## src/rtl/tri_wdog_pkg.sv

```systemverilog
package tri_wdog_pkg;

    parameter int unsigned DATA_W = 32;
    parameter int unsigned N_CH   = 3;

    localparam int unsigned CH_W    = $clog2(N_CH);
    localparam int unsigned SEL_W   = 2;
    localparam int unsigned ALIGN_W = 2;
    localparam int unsigned ADDR_W  = CH_W + SEL_W + ALIGN_W;

    localparam int unsigned BIT_IRQ_EN = 0;
    localparam int unsigned BIT_IRQ_ST = 1;
    localparam int unsigned BIT_RST_EN = 2;

    typedef logic [DATA_W-1:0] word_t;
    typedef logic [ADDR_W-1:0] addr_t;

    localparam word_t CNT_MAX = '1;

    typedef enum logic [SEL_W-1:0] {
        SEL_COUNT = 2'd0,
        SEL_BITE  = 2'd1,
        SEL_BARK  = 2'd2,
        SEL_CTRL  = 2'd3
    } reg_sel_e;

    typedef struct packed {
        logic rst_en;
        logic irq_st;
        logic irq_en;
    } ctrl_t;

    typedef struct packed {
        logic cnt_we;
        logic bite_we;
        logic bark_we;
        logic ctrl_we;
    } chan_wr_t;

    function automatic logic reached(input word_t value, input word_t limit);
        return value >= limit;
    endfunction

    function automatic word_t ctrl_word(input ctrl_t c);
        word_t w;
        w = '0;
        w[BIT_IRQ_EN] = c.irq_en;
        w[BIT_IRQ_ST] = c.irq_st;
        w[BIT_RST_EN] = c.rst_en;
        return w;
    endfunction

endpackage

```

## src/rtl/tri_wdog_decode.sv

```systemverilog
module tri_wdog_decode
    import tri_wdog_pkg::*;
(
    input  logic                wr_en,
    input  addr_t               addr,
    output chan_wr_t [N_CH-1:0] strb,
    output logic                hit,
    output logic [CH_W-1:0]     ch,
    output reg_sel_e            sel
);

    logic aligned;
    logic ch_ok;
    logic sel_ok;

    always_comb begin
        ch      = addr[ADDR_W-1 -: CH_W];
        sel     = reg_sel_e'(addr[ALIGN_W +: SEL_W]);
        aligned = (addr[ALIGN_W-1:0] == '0);
        ch_ok   = (int'(ch) < int'(N_CH));
        sel_ok  = (sel != SEL_BARK) || (ch == '0);
        hit     = aligned && ch_ok && sel_ok;
    end

    for (genvar i = 0; i < N_CH; i++) begin : g_strb
        logic mine;
        assign mine = wr_en && hit && (int'(ch) == i);
        assign strb[i].cnt_we  = mine && (sel == SEL_COUNT);
        assign strb[i].bite_we = mine && (sel == SEL_BITE);
        assign strb[i].bark_we = mine && (sel == SEL_BARK);
        assign strb[i].ctrl_we = mine && (sel == SEL_CTRL);
    end

endmodule

```

## src/rtl/tri_wdog_chan.sv

```systemverilog
module tri_wdog_chan
    import tri_wdog_pkg::*;
#(
    parameter bit HAS_BARK = 1'b0
) (
    input  logic     clk,
    input  logic     rst,
    input  logic     tick,
    input  chan_wr_t strb,
    input  word_t    wdata,
    output word_t    count,
    output word_t    bite,
    output word_t    bark,
    output ctrl_t    ctrl,
    output logic     rst_req,
    output logic     irq
);

    word_t cnt_q;
    word_t bite_q;
    word_t bark_q;
    ctrl_t ctrl_q;
    logic  bark_hit;

    always_comb begin
        bark_hit = HAS_BARK && ctrl_q.irq_en && reached(cnt_q, bark_q);
        rst_req  = ctrl_q.rst_en && reached(cnt_q, bite_q);
        irq      = ctrl_q.irq_st && ctrl_q.irq_en;
    end

    always_ff @(posedge clk) begin
        if (rst) begin
            cnt_q  <= '0;
            bite_q <= '0;
            bark_q <= '0;
            ctrl_q <= '0;
        end else begin
            if (strb.cnt_we) begin
                cnt_q <= wdata;
            end else if (tick && (cnt_q != CNT_MAX)) begin
                cnt_q <= cnt_q + word_t'(1);
            end
            if (strb.bite_we) begin
                bite_q <= wdata;
            end
            if (strb.bark_we) begin
                bark_q <= HAS_BARK ? wdata : '0;
            end
            if (strb.ctrl_we) begin
                ctrl_q.rst_en <= wdata[BIT_RST_EN];
                ctrl_q.irq_en <= HAS_BARK && wdata[BIT_IRQ_EN];
            end
            if (bark_hit) begin
                ctrl_q.irq_st <= 1'b1;
            end else if (strb.ctrl_we && wdata[BIT_IRQ_ST]) begin
                ctrl_q.irq_st <= 1'b0;
            end
        end
    end

    assign count = cnt_q;
    assign bite  = bite_q;
    assign bark  = bark_q;
    assign ctrl  = ctrl_q;

endmodule

```

## src/rtl/tri_wdog_rdmux.sv

```systemverilog
module tri_wdog_rdmux
    import tri_wdog_pkg::*;
(
    input  logic              hit,
    input  logic [CH_W-1:0]   ch,
    input  reg_sel_e          sel,
    input  word_t [N_CH-1:0]  counts,
    input  word_t [N_CH-1:0]  bites,
    input  word_t [N_CH-1:0]  barks,
    input  ctrl_t [N_CH-1:0]  ctrls,
    output word_t             rdata
);

    always_comb begin
        rdata = '0;
        if (hit) begin
            unique case (sel)
                SEL_COUNT: rdata = counts[ch];
                SEL_BITE:  rdata = bites[ch];
                SEL_BARK:  rdata = barks[ch];
                SEL_CTRL:  rdata = ctrl_word(ctrls[ch]);
                default:   rdata = '0;
            endcase
        end
    end

endmodule

```

## src/rtl/tri_wdog.sv

```systemverilog
module tri_wdog
    import tri_wdog_pkg::*;
(
    input  logic              clk,
    input  logic              rst,
    input  logic              tick,
    input  logic              wr_en,
    input  logic [ADDR_W-1:0] addr,
    input  logic [DATA_W-1:0] wdata,
    output logic [DATA_W-1:0] rdata,
    output logic              rst_recovery_req,
    output logic              rst_system_req,
    output logic              irq
);

    chan_wr_t [N_CH-1:0] strb;
    logic                hit;
    logic [CH_W-1:0]     ch;
    reg_sel_e            sel;
    word_t [N_CH-1:0]    counts;
    word_t [N_CH-1:0]    bites;
    word_t [N_CH-1:0]    barks;
    ctrl_t [N_CH-1:0]    ctrls;
    logic  [N_CH-1:0]    req_v;
    logic  [N_CH-1:0]    irq_v;

    tri_wdog_decode u_decode (
        .wr_en (wr_en),
        .addr  (addr),
        .strb  (strb),
        .hit   (hit),
        .ch    (ch),
        .sel   (sel)
    );

    for (genvar i = 0; i < N_CH; i++) begin : g_ch
        tri_wdog_chan #(
            .HAS_BARK (i == 0)
        ) u_chan (
            .clk     (clk),
            .rst     (rst),
            .tick    (tick),
            .strb    (strb[i]),
            .wdata   (wdata),
            .count   (counts[i]),
            .bite    (bites[i]),
            .bark    (barks[i]),
            .ctrl    (ctrls[i]),
            .rst_req (req_v[i]),
            .irq     (irq_v[i])
        );
    end

    tri_wdog_rdmux u_rdmux (
        .hit    (hit),
        .ch     (ch),
        .sel    (sel),
        .counts (counts),
        .bites  (bites),
        .barks  (barks),
        .ctrls  (ctrls),
        .rdata  (rdata)
    );

    assign rst_recovery_req = req_v[0];
    assign rst_system_req   = |req_v[N_CH-1:1];
    assign irq              = |irq_v;

endmodule

```

## config.mk

```make
export PLATFORM = sky130hd
export DESIGN_NAME = tri_wdog
export DESIGN_NICKNAME = d
export VERILOG_FILES = /design/src/rtl/tri_wdog_pkg.sv /design/src/rtl/tri_wdog_decode.sv /design/src/rtl/tri_wdog_chan.sv /design/src/rtl/tri_wdog_rdmux.sv /design/src/rtl/tri_wdog.sv
export SDC_FILE = /design/constraint.sdc
export NUM_CORES = 1
export LEC_CHECK = 0
export BUFFER_PORTS_ARGS = -buffer_cell sky130_fd_sc_hd__clkbuf_2
export CAP_MARGIN = 20
export CORE_ASPECT_RATIO = 0.8
export CORE_MARGIN = 2
export CORE_UTILIZATION = 50
export CTS_CLUSTER_DIAMETER = 120
export DETAILED_ROUTE_END_ITERATION = 8
export PLACE_DENSITY = 0.71
export SYNTH_ARGS = -nofsm -noshare
export SYNTH_HDL_FRONTEND = slang
export SYNTH_HIERARCHICAL = 1
export SYNTH_SLANG_ARGS = --single-unit
```

## constraint.sdc

```tcl
create_clock -name clk -period 1.9 [get_ports clk]
set_input_delay 0.095 -clock clk [delete_from_list [all_inputs] [get_ports clk]]
set_output_delay 0.095 -clock clk [all_outputs]
set_load 0.02 [all_outputs]
```

==> metrics.md <==
| Metric | Value |
|---|---|
| Outcome | complete, but fails checks |
| Violated checks | setup timing |
| # DRC | 0 |
| Worst-path cell chain | inv_1, ha_1, nand4_1, nor2_2, buf_4, a21oi_2, a2111o_1, o211ai_1, or2_4, buf_8 |
| RSZ-0062 raised after global routing | true |
| Cell family with most CP delay | compound AO/OA/AOI/OAI gates |
| WHS Endpoint | g_ch[1].u_chan/count[21] |
| Max Root-Sink Buffers | 3 |
| Max Cap Violations | 0 |
| Share of layout cells above drive strength 1 | 38.9% |
| DP HPWL | 47.3 mm |
| Number of CTS-inserted buffers | 27 |
| Max Clk Rate | 0.352 GHz |
| Post-Synthesis Cell Area | 17500 µm² |
| Slowest cell on crit path | a2111o_1 |
| CP required | 1.80 ns |
| Worst-path fanout max | 2 |
| Kind of critical path | reg2out |
| DR vias | 19200 |
| Worst-path clk slew | 0.06 ns |
| Max incr delay on CP | 0.47 ns |
| Startpoint types | flip-flop |
| Fin crit period | 2.84 ns |
| Area grow syn2layout | 44.8% |
| Router iterations before antenna repair | 6 |
| Die footprint | 36400 µm² |
| Hold Path Class | in2reg |
| Die width | 213 µm |
| RD Place Congestion | 0.965 |
| Wirelength, routed | between 70 and 80 mm |
| Vias in the first global route | ~18000 |
| Initial Util | 50.5% |
| Clk root buf | clkbuf_16 |
| Worst R2R Start | g_ch[2].u_chan/count[0] |
| Initial antenna violation count | 0 |
| # rows | 61 |
| Nets | 2770 |
| Hold Fails Final Rpt | 0 |
| Largest net degree at the start of global routing | 52 |
| Final period utilization | 149% |
| Starting DRT DRC Count | 2453 |
| Crit path from | g_ch[2].u_chan/bite[9] |
| Cells after synthesis | 2131 |
| PD cells | around 490 nW/µm² |
| Reg2reg path depth | 11 |
| Worst Tran Pin Value | 0.621 ns |
| Clk_skew | approximately 0.012 ns |
| CP endpoint kind | output pin |
| Core ar. | around 35000 µm² |
| Setup ws final | -0.939 ns |
| Via-to-Cell Ratio | about 6.2 |
| DR WL met3 | just under 9 mm |
| Antenna Nets Post-Route | 0 |
| Syn_area_per_cell | 8.19 µm² |
| WP buf/inv | 3 |
| Htree depth | 1 |
| Metal2 WL | 30.7 mm |
| Final setup vio count | 106 |
| PortBufs | 76 |
| Relative slew margins | 58.5% |
| R2R Path End | g_ch[2].u_chan/count[27] |
| Met1 WL | between 20 and 30 mm |
| Cell leakage power | around 10 nW |
| ANT cells | 0 |
| Util after Layout | 73.1% |
| Post-Place Worst Slack | -0.385 ns |
| Uppermost layer routed | met4 |
| Total GRT Usage | 35.8% |
| Clock Latency Late Sink | roughly 0.57 ns |
| FILL cells | 2327 |
| Power after layout | 12.3 mW |
| Worst Path Arrival | around 2.7 ns |
| Die height | 171 µm |
| # IOs | 77 |
| First-pass GRT wire length | slightly above 100 mm |
| Worst Hold Depth | 3 |
| Total grt overflow | 0 |
| Wirelength per Cell | between 20 and 25 µm |
| TritonCTS clock tree | yes |
| Yosys warning count | 6 |
| TritonCTS Sinks | 229 |
| Reg2Reg Setup Slack | -0.42 ns |
| Hold Startpoint | wdata[21] |
| Final Max Tran Viols | 0 |
| Peak VDD IR | 0.605 mV |
-- cells in the final DEF (no fill, tap or decap), types with 28 or more instances in the layout --
| master | count |
|---|---|
| buf_4 | 330 |
| nor2_1 | 262 |
| mux2i_1 | 222 |
| inv_1 | 150 |
| a21oi_1 | 114 |
| buf_6 | 112 |
| nand2_1 | 111 |
| dfxtp_1 | 111 |
| ha_1 | 103 |
| dfxtp_2 | 102 |
| conb_1 | 70 |
| nand4_1 | 40 |
| clkbuf_2 | 40 |
| o21ai_1 | 35 |
| and2_1 | 34 |
| clkbuf_8 | 33 |
| nand3_1 | 29 |
| o21ai_0 | 29 |
| o311a_1 | 28 |
-- through the flow --
step | cells | area, µm² | TNS [ns] | hold slack (ns)
after detailed placement | 2948 | 20900 | -11.91 | 0.498
after global placement | 2948 | 20900 | -7.87 | 0.488
after CTS | 3052 | 23900 | -10.94 | 0.00168
final | 3087 | 25300 | -14.45 | 0.0539
after global routing | 3087 | 25300 | -20.37 | 0.0472
after floorplan | 2199 | 17800 | -0.0788 | 0.223
-- state kept, by name, indices dropped and copies added, names as in the netlist --
register and count:
g_ch.u_chan/bite 96, g_ch.u_chan/count 96, g_ch.u_chan/bark 32, g_ch.u_chan/ctrl 5
-- area by class of cell --
class	count	area, µm²	share of cell area [%]
multi-input cells	1615	13200	52.3
flip-flops and latches	229	4770	18.9
clock inverters	12	198	0.782
clock buffers	35	746	2.95
well taps	472	591	2.34
repair buffers	565	5140	20.3
inverters	159	599	2.37
-- repair_timing --
item	CTS	global route
endpoints found under the hold margin	105	0
buffers inserted	43	45
gates cloned	4	0
gates resized for setup	406	248
setup endpoints to repair	123	130
hold buffers	27	0
pin swaps	214	170
-- report_power, final --
part / leakage [nW] / switching [mW] / internal, mW
Sequential: 1.91 / 0.0407 / 4.82
Combinational: 7.92 / 1.02 / 0.668
Clock: 0.458 / 2.31 / 3.43
-- how the worst max path moves through the flow --
stage / to / slack [ns] / cells past startpoint
floorplan: g_ch[0].u_chan/count[15] / -0.05 / 7
global placement: rst_system_req / -0.41 / 11
detailed placement: rst_system_req / -0.39 / 11
CTS: rst_system_req / -0.80 / 10
global route: rst_system_req / -0.95 / 10
finish: rst_system_req / -0.94 / 10
-- worst min-delay path, stage by stage --
cell and delay [ns]:
clkbuf_2 0.24, nor2_1 0.18, a311oi_1 0.06
-- routing by layer --
metal | GRT usage (%) | up-vias
met5 | 0 | -
met2 | 54.2 | 1291
li1 | - | 8430
met3 | 6.99 | 285
met4 | 10.7 | 0
met1 | 51.2 | 9219
(Power assumes the default switching activity.)
